**src/rtl/evctr_pkg.sv**
```systemverilog
package evctr_pkg;
  typedef enum logic [2:0] {
    RA_CTRL  = 3'd0,
    RA_CFG   = 3'd1,
    RA_START = 3'd2,
    RA_COUNT = 3'd3,
    RA_STATE = 3'd4
  } reg_addr_e;

  localparam int CTL_STOP = 0;
  localparam int CTL_HALT = 1;
  localparam int CFG_UNIFY = 0;
endpackage

```
**src/rtl/evctr_half.sv**
```systemverilog
module evctr_half #(
  parameter int HW  = 16,
  parameter int EVW = 16,
  parameter int STW = 5
) (
  input  logic           clk,
  input  logic           rst_n,
  input  logic           inc,
  input  logic           ev_en,
  input  logic [EVW-1:0] ev,
  input  logic           cnt_we,
  input  logic [HW-1:0]  cnt_wd,
  input  logic           st_we,
  input  logic [STW-1:0] st_wd,
  input  logic           ctl_we,
  input  logic           ctl_stop_wd,
  input  logic           ctl_halt_wd,
  input  logic           msk_we,
  input  logic [EVW-1:0] msk_wd,
  output logic [HW-1:0]  cnt,
  output logic [STW-1:0] state,
  output logic           stop,
  output logic           halt,
  output logic [EVW-1:0] mask,
  output logic           hit
);
  assign hit = ev_en && (|(ev & mask));

  always_ff @(posedge clk or negedge rst_n) begin
    if (!rst_n) begin
      cnt   <= '0;
      state <= '0;
      stop  <= 1'b1;
      halt  <= 1'b1;
      mask  <= '0;
    end else begin
      if (cnt_we)   cnt <= cnt_wd;
      else if (inc) cnt <= cnt + 1'b1;
      if (st_we)    state <= st_wd;
      if (msk_we)   mask <= msk_wd;
      if (ctl_we) begin
        stop <= ctl_stop_wd;
        halt <= ctl_halt_wd;
      end else if (hit) begin
        stop <= 1'b0;
      end
    end
  end
endmodule

```
**src/rtl/evctr_bus.sv**
```systemverilog
module evctr_bus
  import evctr_pkg::*;
#(
  parameter int HW = 16
) (
  input  logic            clk,
  input  logic            rst_n,
  input  logic            req_valid,
  input  logic            req_wr,
  input  logic [2:0]      req_addr,
  input  logic [1:0]      req_hsel,
  input  logic            unify,
  input  logic [1:0]      halt_h,
  input  logic [2*HW-1:0] ctrl_word,
  input  logic [2*HW-1:0] cfg_word,
  input  logic [2*HW-1:0] mask_word,
  input  logic [2*HW-1:0] cnt_word,
  input  logic [2*HW-1:0] state_word,
  output logic [1:0]      cnt_we,
  output logic [1:0]      st_we,
  output logic [1:0]      ctl_we,
  output logic [1:0]      msk_we,
  output logic            cfg_we,
  output logic            rsp_valid,
  output logic            rsp_err,
  output logic [2*HW-1:0] rsp_rdata
);
  localparam int DW = 2 * HW;

  logic       wr_go;
  logic [1:0] guard;
  logic       guarded_addr;
  logic       blocked;
  logic [DW-1:0] rd_mux;

  assign wr_go        = req_valid && req_wr;
  assign guard        = unify ? {2{halt_h[0]}} : halt_h;
  assign guarded_addr = (req_addr == RA_COUNT) || (req_addr == RA_STATE);
  assign blocked      = wr_go && guarded_addr && (|(req_hsel & ~guard));

  always_comb begin
    for (int h = 0; h < 2; h++) begin
      cnt_we[h] = wr_go && !blocked && req_hsel[h] && (req_addr == RA_COUNT);
      st_we[h]  = wr_go && !blocked && req_hsel[h] && (req_addr == RA_STATE);
      ctl_we[h] = wr_go && req_hsel[h] && (req_addr == RA_CTRL);
      msk_we[h] = wr_go && req_hsel[h] && (req_addr == RA_START);
    end
    cfg_we = wr_go && req_hsel[0] && (req_addr == RA_CFG);
  end

  always_comb begin
    case (req_addr)
      RA_CTRL:  rd_mux = ctrl_word;
      RA_CFG:   rd_mux = cfg_word;
      RA_START: rd_mux = mask_word;
      RA_COUNT: rd_mux = cnt_word;
      RA_STATE: rd_mux = state_word;
      default:  rd_mux = '0;
    endcase
  end

  always_ff @(posedge clk or negedge rst_n) begin
    if (!rst_n) begin
      rsp_valid <= 1'b0;
      rsp_err   <= 1'b0;
      rsp_rdata <= '0;
    end else begin
      rsp_valid <= req_valid;
      rsp_err   <= blocked;
      rsp_rdata <= (req_valid && !req_wr) ? rd_mux : '0;
    end
  end
endmodule

```
**src/rtl/evctr_top.sv**
```systemverilog
module evctr_top
  import evctr_pkg::*;
#(
  parameter int HW  = 16,
  parameter int EVW = 16,
  parameter int STW = 5
) (
  input  logic            clk,
  input  logic            rst_n,
  input  logic [EVW-1:0]  ev_pulse,
  input  logic            req_valid,
  input  logic            req_wr,
  input  logic [2:0]      req_addr,
  input  logic [1:0]      req_hsel,
  input  logic [2*HW-1:0] req_wdata,
  output logic            rsp_valid,
  output logic            rsp_err,
  output logic [2*HW-1:0] rsp_rdata
);
  localparam int DW = 2 * HW;

  logic [1:0][HW-1:0]  cnt_h;
  logic [1:0][STW-1:0] state_h;
  logic [1:0][EVW-1:0] mask_h;
  logic [1:0]          stop_h, halt_h, hit_h, inc_h, ev_en_h;
  logic [1:0]          cnt_we, st_we, ctl_we, msk_we;
  logic                cfg_we;
  logic                unify;
  logic [DW-1:0]       ctrl_word, cfg_word, mask_word, cnt_word, state_word;

  always_ff @(posedge clk or negedge rst_n) begin
    if (!rst_n)      unify <= 1'b0;
    else if (cfg_we) unify <= req_wdata[CFG_UNIFY];
  end

  assign inc_h[0]   = !stop_h[0] && !halt_h[0];
  assign inc_h[1]   = unify ? (inc_h[0] && (&cnt_h[0])) : (!stop_h[1] && !halt_h[1]);
  assign ev_en_h[0] = 1'b1;
  assign ev_en_h[1] = !unify;

  for (genvar h = 0; h < 2; h++) begin : g_half
    evctr_half #(.HW(HW), .EVW(EVW), .STW(STW)) u_half (
      .clk         (clk),
      .rst_n       (rst_n),
      .inc         (inc_h[h]),
      .ev_en       (ev_en_h[h]),
      .ev          (ev_pulse),
      .cnt_we      (cnt_we[h]),
      .cnt_wd      (req_wdata[h*HW +: HW]),
      .st_we       (st_we[h]),
      .st_wd       (req_wdata[h*HW +: STW]),
      .ctl_we      (ctl_we[h]),
      .ctl_stop_wd (req_wdata[h*HW + CTL_STOP]),
      .ctl_halt_wd (req_wdata[h*HW + CTL_HALT]),
      .msk_we      (msk_we[h]),
      .msk_wd      (req_wdata[h*HW +: EVW]),
      .cnt         (cnt_h[h]),
      .state       (state_h[h]),
      .stop        (stop_h[h]),
      .halt        (halt_h[h]),
      .mask        (mask_h[h]),
      .hit         (hit_h[h])
    );
  end

  always_comb begin
    ctrl_word  = '0;
    mask_word  = '0;
    state_word = '0;
    for (int h = 0; h < 2; h++) begin
      ctrl_word[h*HW + CTL_STOP] = stop_h[h];
      ctrl_word[h*HW + CTL_HALT] = halt_h[h];
      mask_word[h*HW +: EVW]     = mask_h[h];
      state_word[h*HW +: STW]    = state_h[h];
    end
    cfg_word            = '0;
    cfg_word[CFG_UNIFY] = unify;
    cnt_word            = cnt_h;
  end

  evctr_bus #(.HW(HW)) u_bus (
    .clk        (clk),
    .rst_n      (rst_n),
    .req_valid  (req_valid),
    .req_wr     (req_wr),
    .req_addr   (req_addr),
    .req_hsel   (req_hsel),
    .unify      (unify),
    .halt_h     (halt_h),
    .ctrl_word  (ctrl_word),
    .cfg_word   (cfg_word),
    .mask_word  (mask_word),
    .cnt_word   (cnt_word),
    .state_word (state_word),
    .cnt_we     (cnt_we),
    .st_we      (st_we),
    .ctl_we     (ctl_we),
    .msk_we     (msk_we),
    .cfg_we     (cfg_we),
    .rsp_valid  (rsp_valid),
    .rsp_err    (rsp_err),
    .rsp_rdata  (rsp_rdata)
  );
endmodule

```
**config.mk**
```make
export PLATFORM = sky130hd
export DESIGN_NAME = evctr_top
export DESIGN_NICKNAME = d
export VERILOG_FILES = /design/src/rtl/evctr_pkg.sv /design/src/rtl/evctr_half.sv /design/src/rtl/evctr_bus.sv /design/src/rtl/evctr_top.sv
export SDC_FILE = /design/constraint.sdc
export NUM_CORES = 1
export LEC_CHECK = 0
export ABC_AREA = 0
export CORE_MARGIN = 3
export CORE_UTILIZATION = 50
export CTS_BUF_LIST = sky130_fd_sc_hd__clkbuf_2 sky130_fd_sc_hd__clkbuf_4 sky130_fd_sc_hd__clkbuf_8
export DETAILED_ROUTE_END_ITERATION = 10
export GPL_TIMING_DRIVEN = 0
export PLACE_DENSITY = 0.79
export SLEW_MARGIN = 10
export SYNTH_ARGS = -nofsm -noshare
export SYNTH_HDL_FRONTEND = slang
export SYNTH_SLANG_ARGS = --single-unit
```
**constraint.sdc**
```tcl
create_clock -name clk -period 1.9 [get_ports clk]
set_clock_uncertainty 0.05 [all_clocks]
set_input_delay 0.38 -clock clk [delete_from_list [all_inputs] [get_ports clk]]
set_output_delay 0.38 -clock clk [all_outputs]
set_load 0.005 [all_outputs]
```
# ---- After elaboration in Yosys (flattened, before gate mapping)
# Index checks and enable logic that the tools add are counted.
dict set report word_totals {
  regBits 113
  latchBits 0
  ram_bits 0
  romBits 0
  output_inout_bits 34
  memories 0
}
dict set report classes {
  add_sub_neg 2
  n_mul 0
  div_mod_pow 0
  magnitude_cmp 0
  n_eq_ne 4
  shift 0
  n_mux 12
  n_bitwise 4
  n_reduce_logical 39
}
# operator count
set ops {}
lappend ops {{32-bit case mux with 5 select lines} 1}
lappend ops {{16-bit two-way mux} 4}
lappend ops {{16-bit by 1-bit adder with 16-bit output (second input constant)} 2}
lappend ops {{16-bit AND} 2}
lappend ops {{32-bit two-way mux} 1}
lappend ops {{16-bit OR reduction} 2}
lappend ops {{1-bit logical AND} 22}
lappend ops {{16-bit AND reduction} 1}
lappend ops {{2-bit nonzero test} 4}
lappend ops {{1-bit zero test} 7}
lappend ops {{3-bit by 2-bit == test with 1-bit output (second input constant)} 2}
lappend ops {{1-bit two-way mux} 5}
lappend ops {{3-bit by 1-bit == test with 1-bit output (second input constant)} 1}
lappend ops {{3-bit == test (second input constant)} 1}
lappend ops {{3-bit zero test} 1}
lappend ops {{2-bit AND} 1}
lappend ops {{2-bit two-way mux} 1}
lappend ops {{2-bit NOT} 1}
lappend ops {{2-bit OR reduction} 1}
lappend ops {{1-bit logical OR} 1}

# ---- Longest topological paths before layout
dict set report logic_depth {
  depth_word 10
  ltp_mapped 8
}

# ---- Hierarchy
# Synthesis repeated with hierarchy kept, for this count alone.
dict set report hier_totals {
  hier_cells 657
  hier_area_um2 6695.2
}
# module instances cells_each area_each_um2
set modules_own_cells {}
lappend modules_own_cells {evctr_half 2 161 1851.8}
lappend modules_own_cells {evctr_bus 1 321 2895.3}
lappend modules_own_cells {evctr_top 1 14 96.3}

# ---- Worst setup path before layout
# No wires, ideal clock.
dict set report synth_path {
  path_type {input port to flip-flop}
  start {input req_addr[1]}
  end {register g_half[0].u_half.mask[10]}
  arrival_ns 1.790
  t_required_ns 1.725
  setup_slack_ns -0.065
  path_stages 8
  n_path_buf 4
  path_cell_list {buf_4 > nor2b_2 > nor2b_1 > buf_2 > nor2b_1 > buf_4 > buf_6 > mux2_2}
}
dict set report synth_between {
  elab_chain_cells 2
}
# item line
set synth_lines {}
lappend synth_lines {{start: declaration} evctr_top.sv:13} ;# input logic [2:0] req_addr,
lappend synth_lines {{3-bit by 2-bit == test with 1-bit output} evctr_bus.sv:46} ;# msk_we[h] = wr_go && req_hsel[h] && (req_addr == RA_START);
lappend synth_lines {{1-bit logical AND} evctr_bus.sv:46}
lappend synth_lines {{end signal: assignment} evctr_half.sv:40} ;# if (msk_we) mask <= msk_wd;
lappend synth_lines {{end: declaration} evctr_half.sv:24} ;# output logic [EVW-1:0] mask,
# Every way passes these cells.
# A chain may end at the register's enable or synchronous reset.

# ---- Final worst setup path
dict set report layout_path {
  start {register g_half[0].u_half.cnt[1]}
  end {register g_half[1].u_half.cnt[6]}
}
dict set report layout_between {
  elab_chain_cells 4
}
# item line
set layout_lines {}
lappend layout_lines {{start: declaration} evctr_half.sv:20} ;# output logic [HW-1:0] cnt,
lappend layout_lines {{start signal: assignment} evctr_half.sv:37} ;# if (cnt_we) cnt <= cnt_wd;
lappend layout_lines {{start signal: assignment} evctr_half.sv:38} ;# else if (inc) cnt <= cnt + 1'b1;
lappend layout_lines {{16-bit AND reduction} evctr_top.sv:37} ;# assign inc_h[1] = unify ? (inc_h[0] && (&cnt_h[0])) : (!stop_h[1] && !halt_h[1]);
lappend layout_lines {{1-bit logical AND} evctr_top.sv:37}
lappend layout_lines {{1-bit two-way mux} evctr_top.sv:37}
lappend layout_lines {{2-bit nonzero test (no source line)} -}
lappend layout_lines {{end signal: assignment} evctr_half.sv:37}
lappend layout_lines {{end signal: assignment} evctr_half.sv:38}
lappend layout_lines {{end: declaration} evctr_half.sv:20}
# Every way passes these cells.

==> flow_summary.json <==
{
  "area_delta_synth_final_pct": 34.2,
  "cts_buffers": 17,
  "dpl.hpwl_um": 11000,
  "multi_input_area_um2": 2570,
  "endpoint_kind": "flop",
  "n_antenna_cell": 0,
  "vias": 4833,
  "grt_pass1_vias": 4809,
  "die_x_um": 110,
  "htree_levels": 4,
  "cts_tree": "done",
  "dp_slack_ps": -865,
  "numPortBuffers": 88,
  "drcViolationCount": 0,
  "crit_slowest_cell": "or3_1",
  "synthXorXnorAreaFrac_pct": 0.973,
  "ff_latch_area_um2": 2840,
  "grt_max_degree": 81,
  "p_per_area_nw_per_um2": 974,
  "rsz0062_at_grt": "true",
  "die_h_um": 110,
  "status": "finished, violations left",
  "internal-power_uw": 4810,
  "synthSimpleGateAreaFrac_pct": 16.0,
  "min_period_over_period_pct": 103,
  "synth_top_family_by_area": "compound AO/OA/AOI/OAI gates",
  "clockPowerShare_pct": 29.1,
  "clock_latency_ps": 440,
  "num-fill-cells": 762,
  "ant_nets": 0,
  "netSwitchingFraction_pct": 31.8,
  "hp-class": "primary input to flop",
  "cts_buffer_depth": 2,
  "slowest_delay_ps": 400,
  "synthCells": 508,
  "power.total_uw": 7060,
  "power_leakage_uw": 0.00298,
  "root_buffer": "clkbuf_8",
  "cts_sinks": 113,
  "place.gp.congestion": 0.880,
  "ys_types": 59,
  "drv_slew": 0,
  "syn-cell-area_um2": 5400,
  "setup_slack_ps": -56.7,
  "viasPerCell": 6.17,
  "synth_compound_area_share_pct": 17.2,
  "synthMuxAreaShare_pct": 9.73,
  "critPathKind": "flop to flop",
  "avgSynthCellArea_um2": 10.6,
  "antenna_found_initial": 0,
  "drt_first_pass_iters": 6,
  "synth_fp_nets": 567,
  "worstPathArrival_ps": 2260,
  "core_area_um2": 10400,
  "comb_power_share_pct": 24.3,
  "timing.critical_path.from_type": "flop",
  "nets": 693,
  "rows": 37,
  "hold_ws_ps": 300,
  "synth_ff_type": "dfrtp_1",
  "wl_per_cell_um": 20.3,
  "grt_usage_pct": 27.4,
  "drtIter0Drc": 375,
  "max_cap_violations": 0,
  "required_ps": 2200,
  "synth-adder-area-share_pct": 0.463,
  "worstMarginPinSlew_ps": 639,
  "wl_um": 15900,
  "vdd_drop_max_uv": 617,
  "power_frac_seq_pct": 46.6,
  "path_cells": "ha_2, nand3_2, nor4_4, buf_4, buf_6, a31oi_4, or3_1, a31oi_1",
  "grt.overflow.total": 0,
  "clk_pin_slew_ps": 60,
  "synth-seq-cells": 113,
  "drive_above_1_share_pct": 26.4,
  "synth_edf_count": 0,
  "async_reset_ff_share_pct": 100,
  "setup_viol": 9,
  "power.switching_uw": 2250,
  "ioPinCount": 91,
  "seq_area_frac_synth_pct": 52.5,
  "relSlewSlack_pct": 57.3,
  "timing.fmax_mhz": 511,
  "crit_fanout": 5,
  "grt_first_pass_wirelength_um": 24800,
  "period_needed_ps": 1960,
  "violations": "negative setup slack",
  "dieArea_um2": 12100,
  "yosys_warnings": 0,
  "initial_core_util_pct": 51.8,
  "hold_viol_final": 0
}
## final timing paths
path | from | endpoint | slack, ps | cells past startpoint
min | req_valid | u_bus.rsp_valid | 300 | 1
min in group asynchronous | rst_n | u_bus.rsp_rdata[3] | 350 | 2
max | g_half[0].u_half.cnt[1] | g_half[1].u_half.cnt[6] | -60 | 8
max reg2reg | g_half[0].u_half.cnt[1] | g_half[1].u_half.cnt[6] | -60 | 8
min reg2reg | g_half[1].u_half.state[2] | g_half[1].u_half.state[2] | 460 | 1
max in group asynchronous | rst_n | g_half[1].u_half.stop | 750 | 3
## layout make-up
type	count	area share (%)
flip-flops and latches	113	39.2
repair buffers	110	15.0
inverters	4	0.207
clock buffers	26	4.59
plain buffers	25	2.76
clock inverters	6	0.415
multi-input cells	363	35.5
well taps	136	2.35
## cell usage in the layout, fill, tap and decap left out, types with 6 or more instances in the layout
cell / Yosys / layout
o21ai_0: 22 / 15
dfrtp_1: 109 / 103
clkdlybuf4s50_1: 0 / 85
or3_1: 7 / 7
clkinv_2: 0 / 6
nand4_1: 7 / 7
a22oi_1: 43 / 43
nor2_1: 66 / 60
a31oi_1: 10 / 9
buf_4: 4 / 20
dfrtp_2: 0 / 6
nand2_1: 35 / 35
buf_6: 3 / 13
clkbuf_8: 0 / 22
nand3_1: 13 / 13
nor3_1: 10 / 7
a21oi_1: 25 / 24
mux2_2: 44 / 44
## power groups by stage
stage               sequential, uW  clock (uW)  combinational, uW
finish                        3290        2060               1710
global route                  3340        2210               1850
CTS                           3250        2080               1600
detailed placement            3310           0               1370
global placement              3280           0               1300
floorplan                     3150           0                935
## state kept, by name, indices dropped and copies added, names as in the netlist
signal and flops:
g_half.u_half.mask 32, u_bus.rsp_valid 1, g_half.u_half.state 10, g_half.u_half.cnt 32
u_bus.rsp_rdata 32, unify 1, g_half.u_half.halt 2, u_bus.rsp_err 1
g_half.u_half.stop 2
## kinds of logic after synthesis
group                    count (synthesis)
AO/OA/AOI/OAI                          133
AND/OR/NAND/NOR                        175
buffers and inverters                   32
flip-flops                             113
XOR/XNOR                                 6
adder cells (fa/ha/maj)                  2
multiplexers                            47
## routing by layer
metal	global-route usage, %	up-vias	routed length, um
met5	0	-	0
met4	14.0	0	662
met3	6.75	60	1190
met2	44.9	252	7990
met1	33.4	2385	6080
li1	-	2136	-
## critical path, delay by kind of cell (launching register included)
family | cells | cell delay (ps)
simple gates | 3 | 690
flops | 1 | 370
buf+inv | 2 | 290
compound gates | 2 | 260
fa+ha+maj | 1 | 210
## metrics by stage
stage          area (um^2)  setup TNS [ps]  cells  utilization, %
6_report              7240            -171    783            69.5
5_1_grt               7240           -1190    783            69.5
4_1_cts               7150           -10.9    781            68.6
3_5_place_dp          6490          -58010    733            62.3
3_3_place_gp          6460         -474400    732            62.0
2_1_floorplan         5410               0    508               -
## cell usage after synthesis (5+ instances only)
library cell	instances	area [um^2]
dfrtp_1	109	2730
nor2_1	66	248
mux2_2	44	495
a22oi_1	43	323
nand2_1	35	131
a21oi_1	25	125
o21ai_0	22	110
nand3_1	13	65.1
a31oi_1	10	62.6
clkbuf_1	10	37.5
nor3_1	10	50.1
buf_2	9	45.0
and2_1	7	43.8
nand4_1	7	43.8
or3_1	7	43.8
and3_1	5	31.3
nor2b_1	5	31.3
xor2_1	5	43.8
## repair_timing
action / CTS / global route
setup endpoints to repair: 83 / 63
hold endpoints to repair: 33 / 0
buffers inserted: 16 / 4
hold buffers: 1 / 0
gates cloned: 1 / 0
pin swaps: 12 / 12
resized for setup: 49 / 31
(Power assumes the default switching activity.)
